$ cat config.mk
export PLATFORM = sky130hd
export DESIGN_NAME = simd_sat_adder
export DESIGN_NICKNAME = d
export VERILOG_FILES = /design/src/rtl/simd_sat_pkg.sv /design/src/rtl/lane_map.sv /design/src/rtl/byte_add_chain.sv /design/src/rtl/lane_clamp.sv /design/src/rtl/simd_sat_adder.sv
export SDC_FILE = /design/constraint.sdc
export NUM_CORES = 1
export LEC_CHECK = 0
export BUFFER_PORTS_ARGS = -buffer_cell sky130_fd_sc_hd__buf_4
export CAP_MARGIN = 20
export CELL_PAD_IN_SITES_DETAIL_PLACEMENT = 1
export CELL_PAD_IN_SITES_GLOBAL_PLACEMENT = 2
export CORE_MARGIN = 2
export CORE_UTILIZATION = 33
export CTS_CLUSTER_DIAMETER = 150
export DETAILED_ROUTE_END_ITERATION = 12
export PLACE_DENSITY_LB_ADDON = 0.15
export SKIP_CTS_REPAIR_TIMING = 1
export SYNTH_ARGS = -nofsm -noshare
export SYNTH_HDL_FRONTEND = slang
export SYNTH_SLANG_ARGS = --single-unit
$ cat constraint.sdc
create_clock -name clk -period 18.68 [get_ports clk]
set_input_delay 0 -clock clk [delete_from_list [all_inputs] [get_ports clk]]
set_output_delay 0 -clock clk [all_outputs]
set_load 0.02 [all_outputs]
$ cat src/rtl/simd_sat_pkg.sv
package simd_sat_pkg;

   typedef enum logic [1:0] {
      LANE_B8  = 2'b00,
      LANE_H16 = 2'b01,
      LANE_W32 = 2'b10,
      LANE_D64 = 2'b11
   } lane_sz_e;

   // number of bytes in a lane, clipped to the datapath byte count
   function automatic int lane_bytes(lane_sz_e sz, int nbytes);
      int lb;
      lb = 1 << int'(sz);
      if (lb > nbytes) lb = nbytes;
      return lb;
   endfunction

endpackage

$ cat src/rtl/lane_map.sv
module lane_map
   import simd_sat_pkg::*;
#(
   parameter int NB = 8
) (
   input  lane_sz_e      sz,
   output logic [NB-1:0] first_b,
   output logic [NB-1:0] top_b
);
   always_comb begin
      int lb;
      lb = lane_bytes(sz, NB);
      for (int i = 0; i < NB; i++) begin
         first_b[i] = ((i & (lb - 1)) == 0);
         top_b[i]   = ((i & (lb - 1)) == (lb - 1));
      end
   end
endmodule

$ cat src/rtl/byte_add_chain.sv
module byte_add_chain #(
   parameter int NB = 8,
   localparam int W = NB * 8
) (
   input  logic [W-1:0]  a,
   input  logic [W-1:0]  b,
   input  logic          sub,
   input  logic [NB-1:0] first_b,
   output logic [W-1:0]  sum,
   output logic [NB-1:0] ovf_b,
   output logic [NB-1:0] neg_b
);
   logic [NB:0] carry;
   assign carry[0] = sub;

   for (genvar i = 0; i < NB; i++) begin : g_byte
      logic [7:0] a_s, b_s, s_s;
      logic       cin;
      logic [8:0] wide;
      assign a_s  = a[8*i +: 8];
      assign b_s  = sub ? ~b[8*i +: 8] : b[8*i +: 8];
      // carry is cut at every lane start and replaced by the subtract bit
      assign cin  = first_b[i] ? sub : carry[i];
      assign wide = {1'b0, a_s} + {1'b0, b_s} + {8'd0, cin};
      assign s_s  = wide[7:0];
      assign carry[i+1] = wide[8];
      assign sum[8*i +: 8] = s_s;
      // valid only when this byte is the top of its lane
      assign ovf_b[i] = (a_s[7] == b_s[7]) && (s_s[7] != a_s[7]);
      assign neg_b[i] = a_s[7];
   end

   logic unused_carry;
   assign unused_carry = carry[NB];
endmodule

$ cat src/rtl/lane_clamp.sv
module lane_clamp
   import simd_sat_pkg::*;
#(
   parameter int NB = 8,
   localparam int W = NB * 8
) (
   input  lane_sz_e      sz,
   input  logic          sat,
   input  logic [W-1:0]  sum,
   input  logic [NB-1:0] ovf_b,
   input  logic [NB-1:0] neg_b,
   input  logic [NB-1:0] first_b,
   output logic [W-1:0]  res,
   output logic [NB-1:0] flags
);
   always_comb begin
      int lb;
      int t;
      lb = lane_bytes(sz, NB);
      for (int i = 0; i < NB; i++) begin
         t = i | (lb - 1);
         flags[i] = first_b[i] & ovf_b[t];
         if (sat && ovf_b[t]) begin
            if (neg_b[t]) res[8*i +: 8] = (i == t) ? 8'h80 : 8'h00;
            else          res[8*i +: 8] = (i == t) ? 8'h7F : 8'hFF;
         end else begin
            res[8*i +: 8] = sum[8*i +: 8];
         end
      end
   end
endmodule

$ cat src/rtl/simd_sat_adder.sv
module simd_sat_adder
   import simd_sat_pkg::*;
#(
   parameter int W  = 64,
   localparam int NB = W / 8
) (
   input  logic          clk,
   input  logic          rst,
   input  logic          in_vld,
   input  logic [W-1:0]  opa,
   input  logic [W-1:0]  opb,
   input  logic [1:0]    lane_sel,
   input  logic          op_sub,
   input  logic          sat_en,
   output logic          out_vld,
   output logic [W-1:0]  sum_out,
   output logic [NB-1:0] ovf_flags
);
   if ((W % 8) != 0 || (NB & (NB - 1)) != 0) begin : g_bad_width
      $error("simd_sat_adder: W must be 8 times a power of two");
   end

   logic [W-1:0] a_q, b_q;
   lane_sz_e     sz_q;
   logic         sub_q, sat_q, vld_q;

   always_ff @(posedge clk) begin
      if (rst) begin
         a_q   <= '0;
         b_q   <= '0;
         sz_q  <= LANE_B8;
         sub_q <= 1'b0;
         sat_q <= 1'b0;
         vld_q <= 1'b0;
      end else begin
         vld_q <= in_vld;
         if (in_vld) begin
            a_q   <= opa;
            b_q   <= opb;
            sz_q  <= lane_sz_e'(lane_sel);
            sub_q <= op_sub;
            sat_q <= sat_en;
         end
      end
   end

   logic [NB-1:0] first_b, top_b, ovf_b, neg_b;
   logic [W-1:0]  raw_sum;

   lane_map #(.NB(NB)) u_map (
      .sz(sz_q), .first_b(first_b), .top_b(top_b)
   );

   byte_add_chain #(.NB(NB)) u_add (
      .a(a_q), .b(b_q), .sub(sub_q), .first_b(first_b),
      .sum(raw_sum), .ovf_b(ovf_b), .neg_b(neg_b)
   );

   lane_clamp #(.NB(NB)) u_clamp (
      .sz(sz_q), .sat(sat_q), .sum(raw_sum), .ovf_b(ovf_b), .neg_b(neg_b),
      .first_b(first_b), .res(sum_out), .flags(ovf_flags)
   );

   assign out_vld = vld_q;


   vld_rise_chk: assert property (@(posedge clk) disable iff (rst)
      in_vld |=> out_vld);

   vld_fall_chk: assert property (@(posedge clk) disable iff (rst)
      !in_vld |=> !out_vld);

   hold_res_chk: assert property (@(posedge clk) disable iff (rst)
      !in_vld |=> ($stable(sum_out) && $stable(ovf_flags)));

   flag_place_chk: assert property (@(posedge clk) disable iff (rst)
      (ovf_flags & ~first_b) == '0);

   flag_count_chk: assert property (@(posedge clk) disable iff (rst)
      $countones(ovf_flags) <= $countones(top_b));

   full_clamp_chk: assert property (@(posedge clk) disable iff (rst)
      (sz_q == LANE_D64 && sat_q && ovf_flags[0]) |->
         (sum_out == {1'b0, {(W-1){1'b1}}} || sum_out == {1'b1, {(W-1){1'b0}}}));
endmodule

==> results.toml <==
[status]
outcome = "complete, no violations"

[synthesis]
ys_seq_elements = 133
syn_avg_cell_area_um2 = 8.95
synthCells = 1031
ys_top_cells_by_area = "dfxtp_1 (29%), mux2i_1 (17%), ha_1 (7.7%), xor2_1 (7.3%), nor2_1 (6.9%)"
yosys.cell_types.count = 76
synth_most_common_cell = "nor2_1"
synth_common_cells = "nor2_1 (170), mux2i_1 (161), dfxtp_1 (133), xor2_1 (77), o21ai_0 (65)"
synth-compound-area-share_pct = 13.3
synth_edf_count = 0
synth_top_area_share_pct = 28.8
synth_top_family_by_area = "multiplexers"
synth_ff_type = "dfxtp_1"
async_reset_ff_share_pct = 0
seq_area_frac_synth_pct = 28.8
synth_xor_area_share_pct = 10.0
syn_area_um2 = 9230
synth_nets = 1238
synth.mux.area_fraction_pct = 18.3
yosys_warnings = 0
synth-adder-area-share_pct = 11.0
yosys.area_share.simple_pct = 13.7
yosys.area.top_type = "dfxtp_1"

[timing]
finalHoldViolations = 0
fin_worst_skew_ps = 0
max_freq_mhz = 59.9
fin_crit_sh_pct = 89.3
relSlewSlack_pct = 31.1
tns_ps = 0
rsz0062_at_grt = "false"
drv_slew = 0
finalCriticalPeriod_ps = 16690
setup_violations = 0
worst_pin_slew_ps = 1030
layout_setup_ws_ps = 1990

[pwr]
vdd_drop_max_v = 0.0000609
p_leak_uw = 0.00616
p_per_area_nw_per_um2 = 80.4

[setup_path]
worstPathArrival_ps = 16690
cpPeakStageDelay_ps = 530
timing.critical_path.to_type = "primary output"
crit_path_max_fanout = 14
path_delay_family = "compound AO/OA/AOI/OAI gates"
crit_slowest_cell = "dfxtp_4"
start_kind = "register"
required_ps = 18680
crit_top_cell = "o21ai_0"
path_buf_inv = 2
worst-setup-path-type = "register to primary output"

[global_routing]
antenna_found_initial = 0
track_usage_pct = 19.1
grt_pass1_wl_mm = 43.9
grt_start_max_net_pins = 89
grt_pass1_vias = 8029
grt_overflow = 0

[die]
io_pins = 208
fp.coreArea_um2 = 27600
rows = 61
initial_core_util_pct = 33.4
die-height_um = 171
die_area_um2 = 29300
die_w_um = 171

[route]
first_iter_violations = 226
drt-total-wl_mm = 29.2
avgRoutedWirePerCell_um = 16.9
drt_pass1_iterations = 4
via_count = 8297
ant_nets = 0
vias_per_cell = 4.79
drc_errors = 0

[clock_network]
cts_tree = "yes"
cts_sinks = 133
cts_made_buffers = 17
cts.htree.levels = 4
clkSlewWorstSetupHoldPaths_ps = 70
clockBufferDepth = 2
clk_root_buffer_cell = "clkbuf_16"
clock_latency_ps = 420

[flow_run]
max_cap_violations = 0

[final_layout]
drive_gt1_share_pct = 20.4
num_antenna_cells = 0
area_growth_pct = 40.8
nNetsFinal = 1548

[worst_hold_path]
hp-class = "input port to register"

[placement]
dp_hpwl_mm = 20.5
io_buffers = 207
dp_slack_ps = 2090
routabilityCongestion = 0.763
sequential cells by signal, indices dropped and copies added (netlist names):
register / cells
sat_q: 1
b_q: 64
sub_q: 1
out_vld: 1
sz_q: 2
a_q: 64
placed cells by master, fill, tap and decap left out, types with 11 or more instances in the layout:
cell type      Yosys  layout
fa_1              15      15
xnor2_1           27      27
mux2i_1          161     161
a21oi_1           26      26
buf_4              1     211
dlygate4sd3_1      0     132
nor2_1           170     170
a21o_1            12      12
nand2_1           16      16
nand2b_1          18      18
ha_1              57      57
nor3_1            11      11
o21ai_0           65      65
dfxtp_1          133     132
xor2_1            77      77
clkbuf_16          0      17
inv_1             49      49
nor2b_1           15      15
metal layers:
| layer | global-route usage (%) | part of all wire (%) | up-vias | routed length, µm |
|---|---|---|---|---|
| li1 | - | - | 4185 | - |
| met1 | 24.5 | 46 | 3972 | 13400 |
| met2 | 33.1 | 50 | 131 | 14600 |
| met3 | 4.39 | 3.7 | 9 | 1070 |
| met4 | 3.65 | 0.61 | 0 | 178 |
| met5 | 0 | 0 | - | 0 |
kinds of logic (layout without fill, tap and decap cells):
family / after synthesis / after routing
simple gates: 273 / 273
compound gates: 178 / 178
mux: 166 / 166
flops: 133 / 133
xor+xnor: 105 / 105
buf+inv: 104 / 427
fa+ha+maj: 72 / 72
layout make-up:
class                   count  area [µm²]
clock buffers              18         429
clock inverters            14         175
fillers                  3226       14600
inverters                  49         184
multi-input cells         794        6130
flip-flops and latches    133        2670
well taps                 378         473
repair buffers            346        2950
path summary, 6_finish.rpt:
check	startpoint	to	slack (ps)	cells after the start
max	sub_q$_SDFFE_PP0P_	sum_out[15]	1990	73
min	rst	a_q[11]$_SDFFE_PP0P_	110	2
max reg2reg	sub_q$_SDFFE_PP0P_	sub_q$_SDFFE_PP0P_	17310	3
min reg2reg	a_q[32]$_SDFFE_PP0P_	a_q[32]$_SDFFE_PP0P_	500	2
metrics by stage:
step                power [µW]  util, %  instances  hold WS, ps  cell area, µm²
floorplan                  537        -       1031          147            9230
CTS                       1040     42.2       1599         -214           11700
global placement           670     40.0       1567          232           11100
finish                    1050     47.0       1732          115           13000
global route              1110     47.0       1732          149           13000
detailed placement         673     40.0       1567          244           11100
worst register-to-register path, delay by kind of cell, from the launching register on:
kind                   cells  cell delay (ps)
flip-flops                 1              530
buffers and inverters      1              480
multiplexers               1              170
AND/OR/NAND/NOR            1              110
power by group:
group	internal, µW	switching, µW	total [µW]	leakage (µW)
combinational	173	199	371	0.00477
clock	212	145	357	0.000288
sequential	301	15.9	317	0.00110
Note: power is estimated with default switching activity, not from simulation.
